<file path="src/rtl/clk_rate_div_pkg.sv">
`timescale 1ns/1ps
package clk_rate_div_pkg;

  typedef enum logic [2:0] {
    ENC_MINUS1    = 3'd0,
    ENC_ONE_BASED = 3'd1,
    ENC_POW2      = 3'd2,
    ENC_ZERO_ONE  = 3'd3,
    ENC_TABLE     = 3'd4
  } div_enc_e;

  // index of the lowest set bit of a mask (0 for an empty mask)
  function automatic int low_bit(input logic [63:0] m);
    for (int i = 0; i < 64; i++) begin
      if (m[i]) return i;
    end
    return 0;
  endfunction

  // number of bits needed to hold v
  function automatic int bits_for(input longint v);
    for (int i = 1; i < 63; i++) begin
      if ((longint'(1) << i) > v) return i;
    end
    return 63;
  endfunction

endpackage

</file>
<file path="src/rtl/clk_rate_div_ctlreg.sv">
`timescale 1ns/1ps
module clk_rate_div_ctlreg #(
  parameter int              REG_W   = 32,
  parameter bit              HIWORD  = 1'b0,
  parameter logic [REG_W-1:0] RST_VAL = '0
) (
  input  logic             clk,
  input  logic             rst_n,
  input  logic             wr_en,
  input  logic [REG_W-1:0] wr_data,
  output logic [REG_W-1:0] ctl_q
);

  localparam int HALF = REG_W / 2;

  logic [REG_W-1:0] ctl_d;

  generate
    if (HIWORD) begin : g_hiword
      always_comb begin
        ctl_d = '0;
        for (int i = 0; i < HALF; i++) begin
          ctl_d[i] = wr_data[HALF + i] ? wr_data[i] : ctl_q[i];
        end
      end
    end else begin : g_full
      always_comb begin
        ctl_d = wr_data;
      end
    end
  endgenerate

  always_ff @(posedge clk or negedge rst_n) begin
    if (!rst_n) begin
      ctl_q <= RST_VAL;
    end else if (wr_en) begin
      ctl_q <= ctl_d;
    end
  end

endmodule

</file>
<file path="src/rtl/clk_rate_div_decode.sv">
`timescale 1ns/1ps
module clk_rate_div_decode
  import clk_rate_div_pkg::*;
#(
  parameter div_enc_e          ENC         = ENC_MINUS1,
  parameter int                REG_W       = 32,
  parameter logic [REG_W-1:0]  FIELD_MASK  = 32'h70,
  parameter int                FIELD_SHIFT = 4,
  parameter int                FLD_W       = 3,
  parameter int                DIV_W       = 8,
  parameter int                MIN_DIV     = 1,
  parameter int                MAX_DIV     = 8,
  parameter int                TBL_N       = 2,
  parameter logic [TBL_N*DIV_W-1:0] TBL_DIV = {8'd8, 8'd4},
  parameter logic [TBL_N*DIV_W-1:0] TBL_FLD = {8'd1, 8'd0}
) (
  input  logic [REG_W-1:0] ctl_word,
  output logic [DIV_W-1:0] div_o,
  output logic             vld_o
);

  localparam int RW = DIV_W + 1;

  logic [FLD_W-1:0] fld;
  logic [RW-1:0]    raw;

  always_comb begin
    fld   = FLD_W'((ctl_word & FIELD_MASK) >> FIELD_SHIFT);
    raw   = RW'(1);
    vld_o = 1'b1;
    case (ENC)
      ENC_MINUS1: begin
        raw = RW'(fld) + RW'(1);
      end
      ENC_ONE_BASED: begin
        raw   = RW'(fld);
        vld_o = (fld != '0);
      end
      ENC_POW2: begin
        if (int'(fld) >= DIV_W) raw = RW'(MAX_DIV);
        else                    raw = RW'(1) << fld;
      end
      ENC_ZERO_ONE: begin
        raw = (fld == '0) ? RW'(1) : RW'(fld);
      end
      default: begin
        vld_o = 1'b0;
        for (int i = 0; i < TBL_N; i++) begin
          if (!vld_o && (TBL_FLD[i*DIV_W +: DIV_W] == DIV_W'(fld))) begin
            raw   = RW'(TBL_DIV[i*DIV_W +: DIV_W]);
            vld_o = 1'b1;
          end
        end
      end
    endcase

    if (raw < RW'(MIN_DIV))      div_o = DIV_W'(MIN_DIV);
    else if (raw > RW'(MAX_DIV)) div_o = DIV_W'(MAX_DIV);
    else                         div_o = DIV_W'(raw);
  end

endmodule

</file>
<file path="src/rtl/clk_rate_div.sv">
`timescale 1ns/1ps
module clk_rate_div
  import clk_rate_div_pkg::*;
#(
  parameter div_enc_e          ENC         = ENC_MINUS1,
  parameter int                REG_W       = 32,
  parameter logic [REG_W-1:0]  FIELD_MASK  = 32'h70,
  parameter int                FIELD_SHIFT = low_bit(64'(FIELD_MASK)),
  parameter int                DIV_W       = 8,
  parameter int                MIN_DIV     = 1,
  parameter int                MAX_DIV     = int'(FIELD_MASK >> FIELD_SHIFT) + 1,
  parameter bit                HIWORD      = 1'b0,
  parameter int                TBL_N       = 2,
  parameter logic [TBL_N*DIV_W-1:0] TBL_DIV = {8'd8, 8'd4},
  parameter logic [TBL_N*DIV_W-1:0] TBL_FLD = {8'd1, 8'd0},
  parameter logic [REG_W-1:0]  RST_VAL     = '0
) (
  input  logic             clk_in,
  input  logic             rst_n,
  input  logic             wr_en,
  input  logic [REG_W-1:0] wr_data,
  output logic [REG_W-1:0] rd_data,
  output logic             clk_out
);

  localparam int FLD_W = bits_for(longint'(FIELD_MASK >> FIELD_SHIFT));

  // reset release synchronizer
  logic [1:0] rs_q;
  logic       rst_sync_n;

  always_ff @(posedge clk_in or negedge rst_n) begin
    if (!rst_n) rs_q <= 2'b00;
    else        rs_q <= {rs_q[0], 1'b1};
  end
  assign rst_sync_n = rs_q[1];

  // control register and field decode
  logic [REG_W-1:0] ctl_q;
  logic [DIV_W-1:0] dec_div;
  logic             dec_vld;

  clk_rate_div_ctlreg #(
    .REG_W   (REG_W),
    .HIWORD  (HIWORD),
    .RST_VAL (RST_VAL)
  ) u_ctlreg (
    .clk     (clk_in),
    .rst_n   (rst_sync_n),
    .wr_en   (wr_en),
    .wr_data (wr_data),
    .ctl_q   (ctl_q)
  );

  clk_rate_div_decode #(
    .ENC         (ENC),
    .REG_W       (REG_W),
    .FIELD_MASK  (FIELD_MASK),
    .FIELD_SHIFT (FIELD_SHIFT),
    .FLD_W       (FLD_W),
    .DIV_W       (DIV_W),
    .MIN_DIV     (MIN_DIV),
    .MAX_DIV     (MAX_DIV),
    .TBL_N       (TBL_N),
    .TBL_DIV     (TBL_DIV),
    .TBL_FLD     (TBL_FLD)
  ) u_decode (
    .ctl_word (ctl_q),
    .div_o    (dec_div),
    .vld_o    (dec_vld)
  );

  assign rd_data = ctl_q;

  // pending divisor: follows the decoder while its encoding is valid
  logic [DIV_W-1:0] tgt_q;

  always_ff @(posedge clk_in or negedge rst_sync_n) begin
    if (!rst_sync_n)  tgt_q <= DIV_W'(MIN_DIV);
    else if (dec_vld) tgt_q <= dec_div;
  end

  // period counter, active divisor and output phase
  logic [DIV_W-1:0] cnt_q, cnt_d;
  logic [DIV_W-1:0] act_q, act_d;
  logic             ph_q, ph_d;
  logic             wrap;
  logic [DIV_W:0]   hi_len;

  always_comb begin
    wrap   = (cnt_q == act_q - DIV_W'(1));
    cnt_d  = wrap ? '0 : cnt_q + DIV_W'(1);
    act_d  = wrap ? tgt_q : act_q;
    hi_len = ({1'b0, act_d} + (DIV_W+1)'(1)) >> 1;
    ph_d   = ({1'b0, cnt_d} < hi_len);
  end

  always_ff @(posedge clk_in or negedge rst_sync_n) begin
    if (!rst_sync_n) begin
      cnt_q <= '0;
      act_q <= DIV_W'(MIN_DIV);
      ph_q  <= 1'b1;
    end else begin
      cnt_q <= cnt_d;
      act_q <= act_d;
      ph_q  <= ph_d;
    end
  end

  assign clk_out = (act_q == DIV_W'(1)) ? clk_in : ph_q;

endmodule

</file>
<file path="config.mk">
export PLATFORM = sky130hd
export DESIGN_NAME = clk_rate_div
export DESIGN_NICKNAME = d
export VERILOG_FILES = /design/src/rtl/clk_rate_div_pkg.sv /design/src/rtl/clk_rate_div_ctlreg.sv /design/src/rtl/clk_rate_div_decode.sv /design/src/rtl/clk_rate_div.sv
export SDC_FILE = /design/constraint.sdc
export NUM_CORES = 1
export LEC_CHECK = 0
export BUFFER_PORTS_ARGS = -buffer_cell sky130_fd_sc_hd__buf_2
export CORE_MARGIN = 4
export CORE_UTILIZATION = 53
export DETAILED_ROUTE_END_ITERATION = 10
export GPL_ROUTABILITY_DRIVEN = 0
export GPL_TIMING_DRIVEN = 1
export PLACE_DENSITY = 0.84
export SYNTH_ARGS = -nofsm -noshare
export SYNTH_HDL_FRONTEND = slang
export SYNTH_SLANG_ARGS = --single-unit
</file>
<file path="constraint.sdc">
create_clock -name clk_in -period 1.9 [get_ports clk_in]
set_clock_uncertainty 0.15 [all_clocks]
set_input_delay 0.19 -clock clk_in [delete_from_list [all_inputs] [get_ports clk_in]]
set_output_delay 0.19 -clock clk_in [all_outputs]
set_load 0.01 [all_outputs]
</file>
# Yosys cells after proc, flatten, opt, wreduce, memory -nomap -nowiden
# Cells that the tools add are included.
dict set report word_totals {
  in_bits 35
  ff_bits 59
  output_inout_bits 33
}
dict set report classes {
  n_eq_ne 2
  mux 5
  n_addsub 4
  n_lt_le_gt_ge 3
}
# operator n
set op_table {}
lappend op_table {{8-bit two-way mux} 4}
lappend op_table {{8-bit by 1-bit adder with 9-bit output (second input constant)} 1}
lappend op_table {{9-bit by 4-bit > comparator with 1-bit output (second input constant)} 1}
lappend op_table {{9-bit by 1-bit less-than comparator with 1-bit output (second input constant)} 1}
lappend op_table {{8-bit by 1-bit adder with 8-bit output (second input constant)} 1}
lappend op_table {{8-bit by 1-bit == test with 1-bit output (second input constant)} 1}
lappend op_table {{8-bit == test} 1}
lappend op_table {{8-bit less-than comparator} 1}
lappend op_table {{8-bit by 1-bit subtractor with 8-bit output (second input constant)} 1}
lappend op_table {{3-bit by 1-bit adder with 4-bit output (second input constant)} 1}
lappend op_table {{1-bit two-way mux} 1}

# Depth between registers and ports, before layout
# Gate-level depths: netlist of run 1.
dict set report logic_depth {
  ltp_word 5
  ltp_mapped 20
  ltp_nobuf 18
}

# Modules after synthesis
# Synthesis of run 1 repeated with hierarchy kept, for this count alone.
dict set report hier_totals {
  cells_unflattened 255
  area_unflattened_um2 3270.6
}
# module n_inst cells_each seq_area_each_um2 area_per_inst_um2
set modules_own_cells {}
lappend modules_own_cells {clk_rate_div 1 172 679.4 1813.0}
lappend modules_own_cells {clk_rate_div_ctlreg 1 68 800.8 1345.0}
lappend modules_own_cells {clk_rate_div_decode 1 15 0.0 112.6}

==> results.py, run 1 <==
metrics = {
    "grt": {
        "grt_pass1_wl_mm": 14.2,
        "gr-usage-all-layers_pct": 30.3,
        "grt_pass1_vias": 2730,
        "grt_max_degree": 33,
        "gr-total-overflow": 0,
        "antenna_found_initial": 0,
    },
    "detailed_routing": {
        "top_layer_used": "met4",
        "drc": 0,
        "avgViaCountPerCell": 5.60,
        "met1Wirelength_mm": 3.39,
        "final_antenna_net_count": 0,
        "drt_pass1_iterations": 4,
        "wl_met2_mm": 4.45,
        "wl_per_cell_um": 20.5,
        "vias": 2404,
        "finalWirelength_mm": 8.80,
        "drtIter0Drc": 96,
        "met3WireLength_um": 649,
    },
    "power": {
        "p_leak_nw": 1.84,
        "ir_drop_uv": 575,
        "powerDensity_nw_per_um2": 628,
    },
    "placed_design": {
        "port_buffers": 67,
        "dp_cells": 376,
        "pre_cts_ws_ns": -1.75,
        "hpwl_mm": 4.63,
    },
    "die": {
        "die_x_um": 80.0,
        "die_h_um": 80.0,
        "dieArea_um2": 6400,
        "rows": 25,
        "start_util_pct": 56.3,
        "boundaryPins": 68,
        "fp.coreArea_um2": 4880,
    },
    "sta": {
        "rsz0062_at_grt": "true",
        "period_minus_slack_ns": 3.66,
        "tns_ns": -8.19,
        "maxSlewViolCount": 0,
        "max_slew_margin_pct": 65.3,
        "setup_slack_ns": -1.76,
        "tightestPinTransition_ns": 0.521,
        "hold_slack_ns": 0.102,
        "max_freq_ghz": 0.274,
        "final-hold-violation-count": 0,
        "setup_viol": 17,
        "period_share_pct": 192,
    },
    "critical_path": {
        "path_max_fanout": 5,
        "reg2reg_depth": 18,
        "crit_type": "flop to flop",
        "required_ns": 2.10,
        "r2r_end": "ph_q",
        "critPathLaunch": "act_q[0]",
        "r2r_start": "act_q[0]",
        "cp-start-kind": "flop",
        "arrival_ns": 3.86,
        "r2r_slack_ns": -1.76,
        "critPathCaptureType": "flop",
        "cp-endpoint": "ph_q",
    },
    "yosys": {
        "synthFlopType": "dfrtp_1",
        "synth_area_um2": 2750,
        "synth_seq_area_share_pct": 50.3,
        "syn_area_per_cell_um2": 12.1,
        "yosysMostFrequentCell": "dfrtp_1",
        "yosysTopAreaCell": "dfrtp_1",
        "ys_types": 41,
        "syn_nets": 273,
        "synth_edf_count": 0,
        "async_flop_share_pct": 100,
        "synth_cells": 226,
        "synthTopCellsByCount": "dfrtp_1 (52), mux2_2 (33), nor2_1 (15)",
        "ys_ff_latch": 55,
        "synth.area.top_cells": "dfrtp_1 (47%), mux2_2 (14%), ha_1 (5.5%)",
        "synth_top_area_share_pct": 47.4,
        "ys_warn_count": 0,
    },
    "final_layout": {
        "ff_latch_area_um2": 1380,
        "nets": 408,
        "multi_input_area_um2": 1420,
        "layout-drive-gt1-share_pct": 49.4,
        "fillers": 234,
        "final_cells": 429,
        "antenna_cells": 0,
        "area_growth_pct": 46.5,
    },
    "run": {
        "drv_cap": 0,
    },
    "status": {
        "outcome": "finished with violations",
        "violations": "setup timing",
    },
    "clock_tree": {
        "clk_pin_slew_worst_paths_ns": 0.11,
        "cts_tree": "yes",
        "clock_latency_ns": 0.42,
    },
    "worst_hold_path": {
        "hp-class": "flop to asynchronous set/reset pin",
    },
}
cells by family after synthesis:
| family | after synthesis | synth area share, % |
|---|---|---|
| flip-flops | 55 | 50.3 |
| AND/OR/NAND/NOR | 62 | 13.3 |
| other | 1 | 0.137 |
| XOR/XNOR | 21 | 6.70 |
| AO/OA/AOI/OAI | 20 | 5.20 |
| adder cells (fa/ha/maj) | 12 | 5.47 |
| multiplexers | 39 | 16.0 |
| buffers and inverters | 16 | 3.01 |
layout by cell type (no fill, tap or decap), drive strengths merged, types with 2 or more instances in the layout:
master / count
nor2b: 8
nand2: 6
nor2: 15
a21o: 3
nand3: 10
clkbuf: 9
o21ai: 4
nor3: 3
and3: 6
xor2: 12
dfrtp: 52
dlygate4sd3: 34
xnor2: 9
mux2: 38
nand2b: 8
dfstp: 3
a21oi: 5
inv: 6
ha: 12
nand4: 2
buf: 102
how the worst min path moves through the flow:
stage,startpoint,slack [ns],cells after the start,to
2_1_floorplan,rst_n,-0.26,0,rs_q[0]
3_3_place_gp,rst_n,-0.18,1,rs_q[0]
5_1_grt,rs_q[1],0.14,0,u_ctlreg.ctl_q[9]
3_5_place_dp,rst_n,-0.17,1,rs_q[0]
6_report,rs_q[1],0.10,0,u_ctlreg.ctl_q[24]
4_1_cts,rs_q[1],0.10,0,u_ctlreg.ctl_q[8]
flip-flops by register name, indices dropped and copies added (netlist names):
register and count:
rs_q 2, ph_q 1, u_ctlreg.ctl_q 32, tgt_q 4
cnt_q 8, act_q 8
worst max-delay path, stage by stage (launching register included):
cell and delay, ns:
dfstp_2 0.55, inv_2 0.04, ha_4 0.25, xor2_1 0.15
nand2_1 0.11, nor4b_4 0.25, and3_4 0.25, mux2_4 0.33
ha_4 0.19, nand3_4 0.09, nor2_4 0.05, xor2_2 0.14
nand2b_1 0.13, ha_4 0.24, a21o_1 0.15, a21o_1 0.16
a21oi_2 0.16, nand2_1 0.07, o21ai_1 0.15
layout make-up:
type	instances	area share, %
Multi-Input combinational cell	155	35.3
Clock buffer	10	2.96
Timing Repair Buffer	135	24.4
Sequential cell	55	34.4
Inverter	5	0.467
Tap cell	67	2.08
Clock inverter	2	0.404
per-stage QoR:
step	cell area (um2)	power, mW	util, %
2_1_floorplan	2820	1.48	-
3_3_place_gp	3380	1.61	69.4
3_5_place_dp	3380	1.63	69.4
4_1_cts	3980	2.49	81.5
5_1_grt	4020	2.64	82.4
6_report	4020	2.53	82.4
metal layers:
layer	track usage (%)	vias to the layer above
met5	0	-
met4	13.2	0
met3	10.4	33
met2	51.5	105
met1	34.4	1211
li1	-	1055
timing repair:
| action | 4_1_cts | 5_1_grt |
|---|---|---|
| pin swaps | 8 | 3 |
| buffers inserted | 8 | 2 |
| hold buffers | 34 | 0 |
| endpoints found under the setup margin | 18 | 18 |
| resized for setup | 14 | 8 |
| hold endpoints to repair | 34 | 0 |
report_power, final:
group	internal (mW)	switching (mW)	leakage, nW
clock	0.400	0.422	0.0751
sequential	1.26	0.0779	0.661
combinational	0.200	0.169	1.10
Note: power is estimated with default switching activity, not from simulation.
==> inputs of run 2 (changes only) <==
TNS_END_PERCENT = 50   (was unset)
==> run 2 against run 1 <==
The flow still finishes with violations (setup timing). Final cell count increased by 0.47%. Global-route usage is 2.3 points higher. Final area down 0.31%. Combinational power grew 6.8%. Count of clock-buffer cells in the layout stayed put. Setup slack got worse by 0.20 ns. Sequential share of layout area up 0.11 points.
==> results.py, run 2 (synthesis results as in run 1) <==
metrics = {
    "grt": {
        "gr-usage-all-layers_pct": 32.6,
        "gr-total-overflow": 0,
        "antenna_found_initial": 0,
        "grt_pass1_wl_mm": 14.8,
        "grt_pass1_vias": 2678,
        "grt_max_degree": 29,
    },
    "die": {
        "boundaryPins": 68,
        "die_h_um": 80.0,
        "start_util_pct": 56.3,
        "die_x_um": 80.0,
        "fp.coreArea_um2": 4880,
        "dieArea_um2": 6400,
        "rows": 25,
    },
    "final_layout": {
        "fin_area_um2": 4010,
        "top_regs": "u_ctlreg.ctl_q: 32 flops, act_q: 8 flops, cnt_q: 8 flops",
        "area_growth_pct": 46.0,
        "final_cells": 431,
        "antenna_cells": 0,
        "nets": 410,
        "largest_reg_flops": 32,
        "layout-drive-gt1-share_pct": 48.6,
        "layout_commonest_cell": "buf_2",
        "layout_common_cells": "buf_2 (66), dfrtp_1 (49), dlygate4sd3_1 (35), mux2_2 (33), buf_4 (33)",
        "largest-register": "u_ctlreg.ctl_q",
        "final_core_util_pct": 82.2,
        "fillers": 237,
    },
    "sta": {
        "max_freq_ghz": 0.259,
        "period_share_pct": 203,
        "setup_viol": 18,
        "final-hold-violation-count": 0,
        "rsz0062_at_grt": "true",
        "setup_slack_ns": -1.96,
        "period_minus_slack_ns": 3.86,
        "hold_slack_ns": 0.138,
        "maxSlewViolCount": 0,
        "tns_ns": -9.75,
    },
    "detailed_routing": {
        "final_antenna_net_count": 0,
        "drtIter0Drc": 215,
        "wl_per_cell_um": 21.9,
        "vias": 2486,
        "drt_pass1_iterations": 4,
        "drc": 0,
        "finalWirelength_mm": 9.43,
        "avgViaCountPerCell": 5.77,
    },
    "critical_path": {
        "arrival_ns": 4.09,
        "reg2reg_depth": 15,
        "cp-start-kind": "flop",
        "critPathCaptureType": "flop",
        "required_ns": 2.13,
        "crit_type": "flop to flop",
        "path_max_fanout": 5,
    },
    "placed_design": {
        "hpwl_mm": 4.54,
        "pre_cts_ws_ns": -1.80,
        "dpl-instance-area_um2": 3410,
        "dp_cells": 380,
        "port_buffers": 67,
    },
    "clock_tree": {
        "clock_latency_ns": 0.44,
        "cts_tree": "yes",
        "clk_pin_slew_worst_paths_ns": 0.11,
    },
    "status": {
        "outcome": "finished with violations",
        "violations": "setup timing",
    },
    "power": {
        "powerDensity_nw_per_um2": 657,
        "p_leak_nw": 1.85,
        "finalPower_mw": 2.64,
        "ir_drop_uv": 773,
    },
    "worst_hold_path": {
        "hp-class": "primary input to flop",
        "hold_depth": 2,
    },
    "run": {
        "drv_cap": 0,
    },
}
## run 2: cell types whose count changed in the layout (fill, tap and decap cells not counted), sizes merged
cell and delta:
inv -1, buf +1, clkinv +1, dlygate4sd3 +1
## run 2: layout make-up
| cell class | count | area [um2] | area share [%] |
|---|---|---|---|
| inverter | 5 | 18.8 | 0.468 |
| multi-input combinational | 155 | 1400 | 34.9 |
| clock buffer | 10 | 135 | 3.37 |
| timing repair buffer | 137 | 971 | 24.2 |
| clock inverter | 2 | 16.3 | 0.406 |
| sequential | 55 | 1380 | 34.5 |
| tap | 67 | 83.8 | 2.09 |
## run 2: path summary, 6_finish.rpt
kind | from | endpoint | slack (ns)
max reg2reg | act_q[0] | ph_q | -1.96
max in group asynchronous | rs_q[1] | u_ctlreg.ctl_q[15] | 0.78
max | act_q[0] | ph_q | -1.96
min in group asynchronous | rs_q[1] | u_ctlreg.ctl_q[18] | 0.15
min | wr_en | u_ctlreg.ctl_q[30] | 0.14
min reg2reg | rs_q[1] | u_ctlreg.ctl_q[18] | 0.15
## run 2: worst max-delay path, cell delays in order, from the launching register on
cell	delay, ns
dfstp_2	0.56
inv_2	0.04
ha_4	0.25
xor2_1	0.18
nand2_1	0.13
nor4b_4	0.33
and3_4	0.27
mux2_4	0.33
ha_4	0.19
nand3_4	0.10
xor2_1	0.08
mux2_1	0.34
ha_4	0.25
a2111oi_2	0.37
nand2_1	0.10
o21ai_1	0.14
## run 2: power by group
group | switching [mW] | total (mW) | internal (mW)
registers | 0.0714 | 1.33 | 1.26
logic | 0.191 | 0.394 | 0.203
clock network | 0.479 | 0.913 | 0.434
total | 0.741 | 2.64 | 1.89
## run 2: per-layer routing
| metal | wire, um | up-vias | global-route usage, % | share of wire [%] |
|---|---|---|---|---|
| met2 | 4560 | 164 | 51.4 | 48 |
| met1 | 3630 | 1214 | 39.0 | 38 |
| met4 | 430 | 0 | 17.2 | 4.6 |
| met3 | 811 | 43 | 11.3 | 8.6 |
| met5 | 0 | - | 0 | 0 |
| li1 | - | 1065 | - | - |
## run 2: what timing repair did
item / in CTS / in global routing
resized for setup: 8 / 7
pin swaps: 7 / 4
hold endpoints to repair: 39 / 0
hold buffers: 35 / 0
buffers inserted: 2 / 3
setup endpoints to repair: 18 / 18
==> inputs of run 3 (changes only) <==
TNS_END_PERCENT = 1   (was 50)
==> run 3 against run 2 <==
The run still ends with setup timing left. Non-clock buffer count down 3. Sequential power about the same. Final area up 0.25%. Highest routed layer unchanged. Critical endpoint unchanged.
==> results.py, run 3 (synthesis results as in run 1) <==
metrics = {
    "status": {
        "outcome": "finished with violations",
        "violations": "setup timing",
    },
    "critical_path": {
        "slowest_delay_ns": 0.55,
        "r2r_slack_ns": -1.98,
        "cp_common_cell": "ha_4",
        "cp-start-kind": "flop",
        "crit_buf_inv": 1,
        "r2r_end": "ph_q",
        "worstPathCellList": "inv_2 -> ha_4 -> xor2_2 -> nand2_2 -> nor4b_4 -> and3_4 -> mux2_4 -> ha_4 -> nand3_4 -> xor2_1 -> mux2_1 -> ha_4 -> a2111oi_2 -> nand2_1 -> o21ai_2",
        "cpMaxStageDelayCell": "dfstp_2",
        "path_max_fanout": 5,
        "critPathTopFamily": "simple AND/OR/NAND/NOR gates",
        "reg2reg_depth": 15,
        "critPathCaptureType": "flop",
        "r2r_start": "act_q[0]",
        "required_ns": 2.11,
        "arrival_ns": 4.09,
        "crit_type": "flop to flop",
    },
    "sta": {
        "final-hold-violation-count": 0,
        "tightestPinTransition_ns": 0.515,
        "max_slew_margin_pct": 65.7,
        "setup_slack_ns": -1.98,
        "rsz0062_at_grt": "true",
        "setup_viol": 18,
        "tns_ns": -9.04,
        "hold_slack_ns": 0.0954,
        "period_share_pct": 204,
        "max_freq_ghz": 0.258,
        "period_minus_slack_ns": 3.88,
        "maxSlewViolCount": 0,
    },
    "power": {
        "ir_drop_uv": 768,
        "p_int_mw": 1.89,
        "combPwrFrac_pct": 14.6,
        "p_switching_mw": 0.694,
        "p_leak_nw": 1.84,
        "powerDensity_nw_per_um2": 643,
        "pwr-share-clk_pct": 33.7,
        "pwr-share-seq_pct": 51.7,
        "switching_share_pct": 26.9,
    },
    "placed_design": {
        "hpwl_mm": 4.81,
        "port_buffers": 67,
    },
    "final_layout": {
        "layout_common_cells": "buf_2 (67), dfrtp_1 (49), dlygate4sd3_1 (34), mux2_2 (33), buf_4 (28)",
        "top_regs": "u_ctlreg.ctl_q: 32 flops, act_q: 8 flops, cnt_q: 8 flops",
        "layout-drive-gt1-share_pct": 49.9,
        "area_growth_pct": 46.4,
        "fillers": 249,
        "largest_reg_flops": 32,
        "layout_commonest_cell": "buf_2",
        "largest-register": "u_ctlreg.ctl_q",
        "antenna_cells": 0,
        "nets": 407,
    },
    "die": {
        "die_h_um": 80.0,
        "dieArea_um2": 6400,
        "fp.coreArea_um2": 4880,
        "start_util_pct": 56.3,
        "die_x_um": 80.0,
        "boundaryPins": 68,
        "rows": 25,
    },
    "detailed_routing": {
        "final_antenna_net_count": 0,
        "drtIter0Drc": 218,
        "avgViaCountPerCell": 5.69,
        "vias": 2435,
        "drc": 0,
        "finalWirelength_mm": 9.40,
        "drt_pass1_iterations": 4,
        "wl_per_cell_um": 22.0,
    },
    "clock_tree": {
        "clk_pin_slew_worst_paths_ns": 0.10,
        "clock_latency_ns": 0.43,
        "cts_tree": "yes",
    },
    "grt": {
        "grt_max_degree": 34,
        "grt_pass1_vias": 2697,
        "gr-usage-all-layers_pct": 31.2,
        "grt_pass1_wl_mm": 14.5,
        "antenna_found_initial": 0,
        "gr-total-overflow": 0,
    },
    "worst_hold_path": {
        "hp-class": "flop to asynchronous set/reset pin",
    },
    "run": {
        "drv_cap": 0,
    },
}
run 3: power by group through the flow:
| stage | Sequential, mW | Clock [mW] | Combinational (mW) |
|---|---|---|---|
| 2_1_floorplan | 1.37 | 0.000462 | 0.111 |
| 3_3_place_gp | 1.34 | 0.000462 | 0.279 |
| 3_5_place_dp | 1.34 | 0.000462 | 0.293 |
| 4_1_cts | 1.32 | 0.840 | 0.346 |
| 5_1_grt | 1.34 | 0.919 | 0.400 |
| 6_report | 1.34 | 0.872 | 0.378 |
run 3: final cells by class:
type                            count  area [um2]  share of cell area, %
Clock inverter                      1        5.00                  0.125
Multi-Input combinational cell    155        1420                   35.3
Clock buffer                       11         133                   3.30
Timing Repair Buffer              134         975                   24.3
Sequential cell                    55        1380                   34.4
Tap cell                           67        83.8                   2.09
Inverter                            5        18.8                  0.467
run 3: repair_timing:
item                       in CTS  in global routing
resized for setup               4                 20
setup endpoints to repair      18                 18
pin swaps                       8                  7
setup buffers                   2                  2
hold endpoints to repair       34                  0
hold buffers                   34                  0
gates cloned                    0                  0
run 3: stage by stage:
stage | instance area (um2) | setup WS, ns | utilization (%) | power [mW] | std cells
4_1_cts | 3930 | -1.75 | 80.5 | 2.51 | 426
6_report | 4020 | -1.98 | 82.4 | 2.58 | 428
5_1_grt | 4020 | -2.10 | 82.4 | 2.66 | 428
2_1_floorplan | 2820 | -1.87 | - | 1.48 | 226
3_5_place_dp | 3420 | -1.84 | 70.1 | 1.63 | 379
3_3_place_gp | 3420 | -1.67 | 70.1 | 1.62 | 379
run 3: worst register-to-register path: cells and delay by family (launching register included):
family,cells,cell delay (ns)
simple gates,5,0.89
fa+ha+maj,3,0.71
mux,2,0.67
compound gates,2,0.57
flops,1,0.55
xor+xnor,2,0.22
buf+inv,1,0.04
run 3: worst max-delay path by stage:
| stage | start | endpoint | slack, ns | depth (start not counted) |
|---|---|---|---|---|
| 3_3_place_gp | act_q[0] | ph_q | -1.67 | 18 |
| 2_1_floorplan | act_q[0] | ph_q | -1.87 | 20 |
| 3_5_place_dp | act_q[0] | ph_q | -1.84 | 18 |
| 4_1_cts | act_q[0] | ph_q | -1.75 | 18 |
| 5_1_grt | act_q[0] | ph_q | -2.10 | 15 |
| 6_report | act_q[0] | ph_q | -1.98 | 15 |
run 3: routing by layer:
metal / GRT usage, % / part of all wire (%) / routed length (um) / vias to the layer above
met5: 0 / 0 / 0 / -
met4: 13.9 / 4.0 / 378 / 0
met3: 11.1 / 7.5 / 704 / 38
met2: 52.1 / 49 / 4650 / 131
met1: 35.9 / 39 / 3670 / 1221
li1: - / - / - / 1045
